**src/rtl/addr_fault_pkg.sv**
```systemverilog
package addr_fault_pkg;

  typedef enum logic [1:0] {
    SZ_BYTE = 2'b00,
    SZ_WORD = 2'b01,
    SZ_LONG = 2'b10,
    SZ_LALT = 2'b11
  } acc_size_e;

  typedef enum logic [2:0] {
    CZ_NONE         = 3'd0,
    CZ_FETCH_ODD    = 3'd1,
    CZ_FETCH_PERIPH = 3'd2,
    CZ_EXT_SINGLE   = 3'd3,
    CZ_DATA_ALIGN   = 3'd4,
    CZ_WIDTH        = 3'd5
  } fault_cause_e;

  localparam int CAUSE_W     = 3;
  localparam int NUM_REASONS = 5;
  localparam int NUM_WINDOWS = 3;

  // reason vector index = priority rank (0 wins)
  localparam int RS_EXT_SINGLE   = 0;
  localparam int RS_FETCH_PERIPH = 1;
  localparam int RS_FETCH_ODD    = 2;
  localparam int RS_DATA_ALIGN   = 3;
  localparam int RS_WIDTH        = 4;

  typedef struct packed {
    logic per8;
    logic per16;
    logic ext;
  } region_hit_t;

  function automatic fault_cause_e rank_to_cause(input int rank);
    case (rank)
      RS_EXT_SINGLE:   return CZ_EXT_SINGLE;
      RS_FETCH_PERIPH: return CZ_FETCH_PERIPH;
      RS_FETCH_ODD:    return CZ_FETCH_ODD;
      RS_DATA_ALIGN:   return CZ_DATA_ALIGN;
      RS_WIDTH:        return CZ_WIDTH;
      default:         return CZ_NONE;
    endcase
  endfunction

endpackage

```
**src/rtl/addr_rule_eval.sv**
```systemverilog
module addr_rule_eval
  import addr_fault_pkg::*;
(
  input  logic         clk,
  input  logic         rst,
  input  logic         valid,
  input  region_hit_t  hit,
  input  logic [1:0]   addr_lo,
  input  acc_size_e    size,
  input  logic         fetch,
  input  logic         master_dma,
  input  logic         single_chip,
  output fault_cause_e cause
);

  logic                   is_fetch;
  logic                   is_long;
  logic [NUM_REASONS-1:0] reason;

  assign is_fetch = fetch & ~master_dma;
  assign is_long  = size[1];

  always_comb begin
    reason                  = '0;
    reason[RS_EXT_SINGLE]   = single_chip & hit.ext;
    reason[RS_FETCH_PERIPH] = is_fetch & (hit.per8 | hit.per16);
    reason[RS_FETCH_ODD]    = is_fetch & addr_lo[0];
    reason[RS_DATA_ALIGN]   = ~is_fetch &
                              ((size == SZ_WORD) ? addr_lo[0] :
                               is_long           ? |addr_lo   : 1'b0);
    reason[RS_WIDTH]        = ~is_fetch & is_long & hit.per8;
  end

  always_comb begin
    cause = CZ_NONE;
    for (int r = NUM_REASONS - 1; r >= 0; r--) begin
      if (reason[r]) cause = rank_to_cause(r);
    end
  end

  // byte data in peripheral space is never faulted
  p_periph_byte_ok_r6: assert property (@(posedge clk) disable iff (rst)
    (valid && !is_fetch && size == SZ_BYTE && (hit.per8 || hit.per16))
      |-> (cause == CZ_NONE));

  // single-chip external access outranks every other reason
  p_ext_wins_r8: assert property (@(posedge clk) disable iff (rst)
    (valid && single_chip && hit.ext) |-> (cause == CZ_EXT_SINGLE));

endmodule

```
**config.mk**
```make
export PLATFORM = sky130hd
export DESIGN_NAME = addr_rule_eval
export DESIGN_NICKNAME = d
export VERILOG_FILES = /design/src/rtl/addr_fault_pkg.sv /design/src/rtl/addr_rule_eval.sv
export SDC_FILE = /design/constraint.sdc
export NUM_CORES = 1
export LEC_CHECK = 0
export BUFFER_PORTS_ARGS = -buffer_cell sky130_fd_sc_hd__buf_2
export CORE_AREA = 2 2 39 41
export DETAILED_ROUTE_END_ITERATION = 12
export DIE_AREA = 0 0 41 43
export GPL_ROUTABILITY_DRIVEN = 1
export PLACE_DENSITY = 0.31
export SLEW_MARGIN = 20
export SYNTH_ARGS = -nofsm -noshare
export SYNTH_HDL_FRONTEND = slang
export SYNTH_SLANG_ARGS = --single-unit
```
**constraint.sdc**
```tcl
create_clock -name vclk -period 0.98
set_clock_uncertainty 0.05 [all_clocks]
set_input_delay 0.049 -clock vclk [all_inputs]
set_output_delay 0.049 -clock vclk [all_outputs]
set_load 0.05 [all_outputs]
```
**Word level (Yosys, flattened, before mapping)**

Cells that the tools add are included.

- Output and inout port bits: 3
- Register bits: 0

- Eq/ne operators: 1
- Bitwise operators: 10
- Mux-type cells: 7
- Reduce and logical (&&, ||, !) cells: 1

Operator list:

| operator | number |
|---|---|
| $mux W3 | 5 |
| $and A1 B1 Y1 | 7 |
| $eq A2 B1 Y1 const B | 1 |
| $mux W1 | 2 |
| $not A1 Y1 | 2 |
| $reduce_or A2 Y1 | 1 |
| $or A1 B1 Y1 | 1 |

**Longest topological paths before layout**

- Word-level depth: 10
- Depth in mapped cells: 3
- Gate-level depth less buffers: 3

**Least setup slack after synthesis**

OpenSTA, ideal clock, no wires.

- Path kind: input to output
- From: in master_dma
- To: out cause[1]
- Arrival: 1.296 ns
- Slack: -0.415 ns
- Path buffers: 0
- Stages on the path: 2
- Cell sequence: nand2b_1 o21ai_0

- Cells in the longest elaborated chain, start to end: 8
- Elaborated cells on any way between the ends: 10
- Classes of those cells: mux (4); bitwise (6)

RTL lines:

| element | RTL line | source |
|---|---|---|
| start: declaration | addr_rule_eval.sv:11 | `input logic master_dma,` |
| $not A1 Y1 (*) | addr_rule_eval.sv:20 | `assign is_fetch = fetch & ~master_dma;` |
| $and A1 B1 Y1 (*) | addr_rule_eval.sv:20 |  |
| $not A1 Y1 | addr_rule_eval.sv:28 | `reason[RS_DATA_ALIGN] = ~is_fetch &` |
| $and A1 B1 Y1 | addr_rule_eval.sv:28 |  |
| $mux W3 (2 in series) | addr_rule_eval.sv:37 | `if (reason[r]) cause = rank_to_cause(r);` |
| $mux W3 (*) (2 in series) | addr_rule_eval.sv:37 |  |
| end: declaration | addr_rule_eval.sv:13 | `output fault_cause_e cause` |

Every way passes the cells marked *; elsewhere a longest branch is shown, timed or not.

**Worst setup path after layout**

- From: in master_dma
- To: out cause[0]

- Cells in the longest elaborated chain, start to end: 10
- Elaborated cells on any way between the ends: 13
- Classes of those cells: mux (5); bitwise (8)

RTL lines:

| element | RTL line | source |
|---|---|---|
| $not A1 Y1 (*) | addr_rule_eval.sv:20 |  |
| $and A1 B1 Y1 (*) | addr_rule_eval.sv:20 |  |
| $not A1 Y1 | addr_rule_eval.sv:28, addr_rule_eval.sv:31 |  |
| $and A1 B1 Y1 (2 in series) | addr_rule_eval.sv:31 | `reason[RS_WIDTH] = ~is_fetch & is_long & hit.per8;` |
| $mux W3 (3 in series) | addr_rule_eval.sv:37 |  |
| $mux W3 (*) (2 in series) | addr_rule_eval.sv:37 |  |

Marked as above.

==> reports/metrics.yaml <==
drt:
  met2_length_um: 65
  viasPerCell: 3.34
  met3_length_um: 59
  drt-met1-wl_um: 202
  drc: 0
  drt_first_iter_violations: 4
  first_pass_iters: 4
  wirelength_um: 327
  wl_per_cell_um: 7.98
  highest_layer: "met3"
  vias: 137
  drtAntennaViolNets: 0
timing:
  rsz0062_at_grt: "no"
  fin_ws_ns: 0.0592
  fmax_mhz: 1090
  period_needed_ns: 0.921
  slew_viol_final: 0
  worstMarginPinSlew_ns: 0.251
  setup_viol: 0
  final_hold_viol_count: 0
  min_period_over_period: 0.940
  maxSlewHeadroom: 0.834
finish:
  seq_cell_count: 0
  syn_to_final_growth_pct: 124
  diodes: 0
  clock_buffer_count: 0
  finalInstanceArea_sq_um: 165
  drive_gt1_frac: 0.600
  nets: 40
  seqCellArea_sq_um: 0
power_and_ir_drop:
  p_leak_nw: 0.0838
  ir_drop_mv: 0.194
  power_density_mw_per_mm2: 637
place:
  globalplace.congestion: 0.586
  place_ws_ns: 0.0274
  placed_cell_area_sq_um: 163
  io_buffers: 13
grt:
  grt_pass1_wl_um: 407
  grt_pass1_vias: 95
  gr-total-overflow: 0
  grt_use_total: 0.0310
  grt_max_degree: 4
  antenna_found_initial: 0
floorplan:
  die_h_um: 43
  rows: 14
  die-area_sq_mm: 0.00176
  start_util: 0.0533
  die_x_um: 41
  core_area_sq_mm: 0.00138
  io_pins: 16
job:
  max_cap_violations: 0
worst_hold_path:
  hp-class: "in -> out"
yosys:
  synth_warnings: 0
  synth_cell_types: 7
  synth_area_per_cell_sq_um: 6.15
  seq_area_frac_synth: 0
  postSynthCellCount: 12
  syn_area_sq_um: 73.8
  syn-num-nets: 25
status:
  outcome: "completed"
setup_path:
  critPathBufInv: 2
  slowest_delay_ns: 0.24
  crit_slowest_cell: "clkbuf_4"
  crit_required_ns: 0.88
  path_cells: "buf_2 > nand2b_1 > nand2_1 > a2bb2oi_2 > clkbuf_4"
  start_kind: "input pin"
  end_kind: "primary output"
  crit_type: "in -> out"
  critical-path-top-delay-family: "buffers and inverters"
  cp_max_fo: 3
  crit_arrival_ns: 0.82
cts:
  cts_setup_buffers: 0
[kinds of logic (layout without fill, tap and decap cells)]
logic type	count (synthesis)	in the layout	synth area share
buffers and inverters	0	13	0
AO/OA/AOI/OAI	6	6	0.542
AND/OR/NAND/NOR	6	6	0.458
[where the power goes]
| part | total [mW] | leakage, nW | switching (mW) | internal [mW] |
|---|---|---|---|---|
| Clock | 0 | 0 | 0 | 0 |
| Combinational | 0.105 | 0.0838 | 0.0681 | 0.0371 |
| Sequential | 0 | 0 | 0 | 0 |
| Total | 0.105 | 0.0838 | 0.0681 | 0.0371 |
[per-layer routing]
layer  GRT usage  vias up
li1            -       73
met1      0.0791       51
met2      0.0188       13
met3           0        0
met4           0        0
met5           0        -
[final cells by class]
| type | count | area [sq um] |
|---|---|---|
| fill | 161 | 1220 |
| multi-input combinational | 12 | 77.6 |
| tap | 16 | 20.0 |
| timing repair buffer | 13 | 67.6 |
[tightest hold or removal path, cell delays in order]
cell	delay [ns]
buf_2	0.11
nand2_1	0.06
a2bb2oi_2	0.05
clkbuf_4	0.20
[layout by cell type (no fill, tap or decap), drive strengths merged]
cell / netlist / routed
a21oi: 2 / 2
a2bb2oi: 1 / 1
and4bb: 1 / 1
buf: 0 / 12
clkbuf: 0 / 1
nand2: 3 / 3
nand2b: 1 / 1
nor2: 1 / 1
o21ai: 3 / 3
[path summary, 6_finish.rpt]
path                        to        from  slack (ns)  cells after the start
worst max-delay path  cause[0]  master_dma        0.06                      5
worst min-delay path  cause[0]  addr_lo[0]        0.48                      4
[synth_stat cells]
cell type  number  area (sq um)
a2bb2oi_2       1          15.0
nor2_1          1          3.75
a21oi_1         2          10.0
nand2b_1        1          6.26
nand2_1         3          11.3
and4bb_1        1          12.5
o21ai_0         3          15.0
[through the flow]
stage                     instances  utilization  TNS [ns]  power (mW)  hold slack, ns
after floorplan                  12            -   -0.0370      0.0667           0.257
after detailed placement         41        0.118         0       0.104           0.481
after global routing             41        0.119         0       0.112           0.490
after CTS                        41        0.118         0       0.104           0.476
after global placement           41        0.118         0       0.103           0.472
final                            41        0.119         0       0.105           0.475
[repair_timing]
item	CTS	global route
setup endpoints to repair	0	1
hold buffers	0	0
resized for setup	0	1
Power figures use the tool's default switching activity.
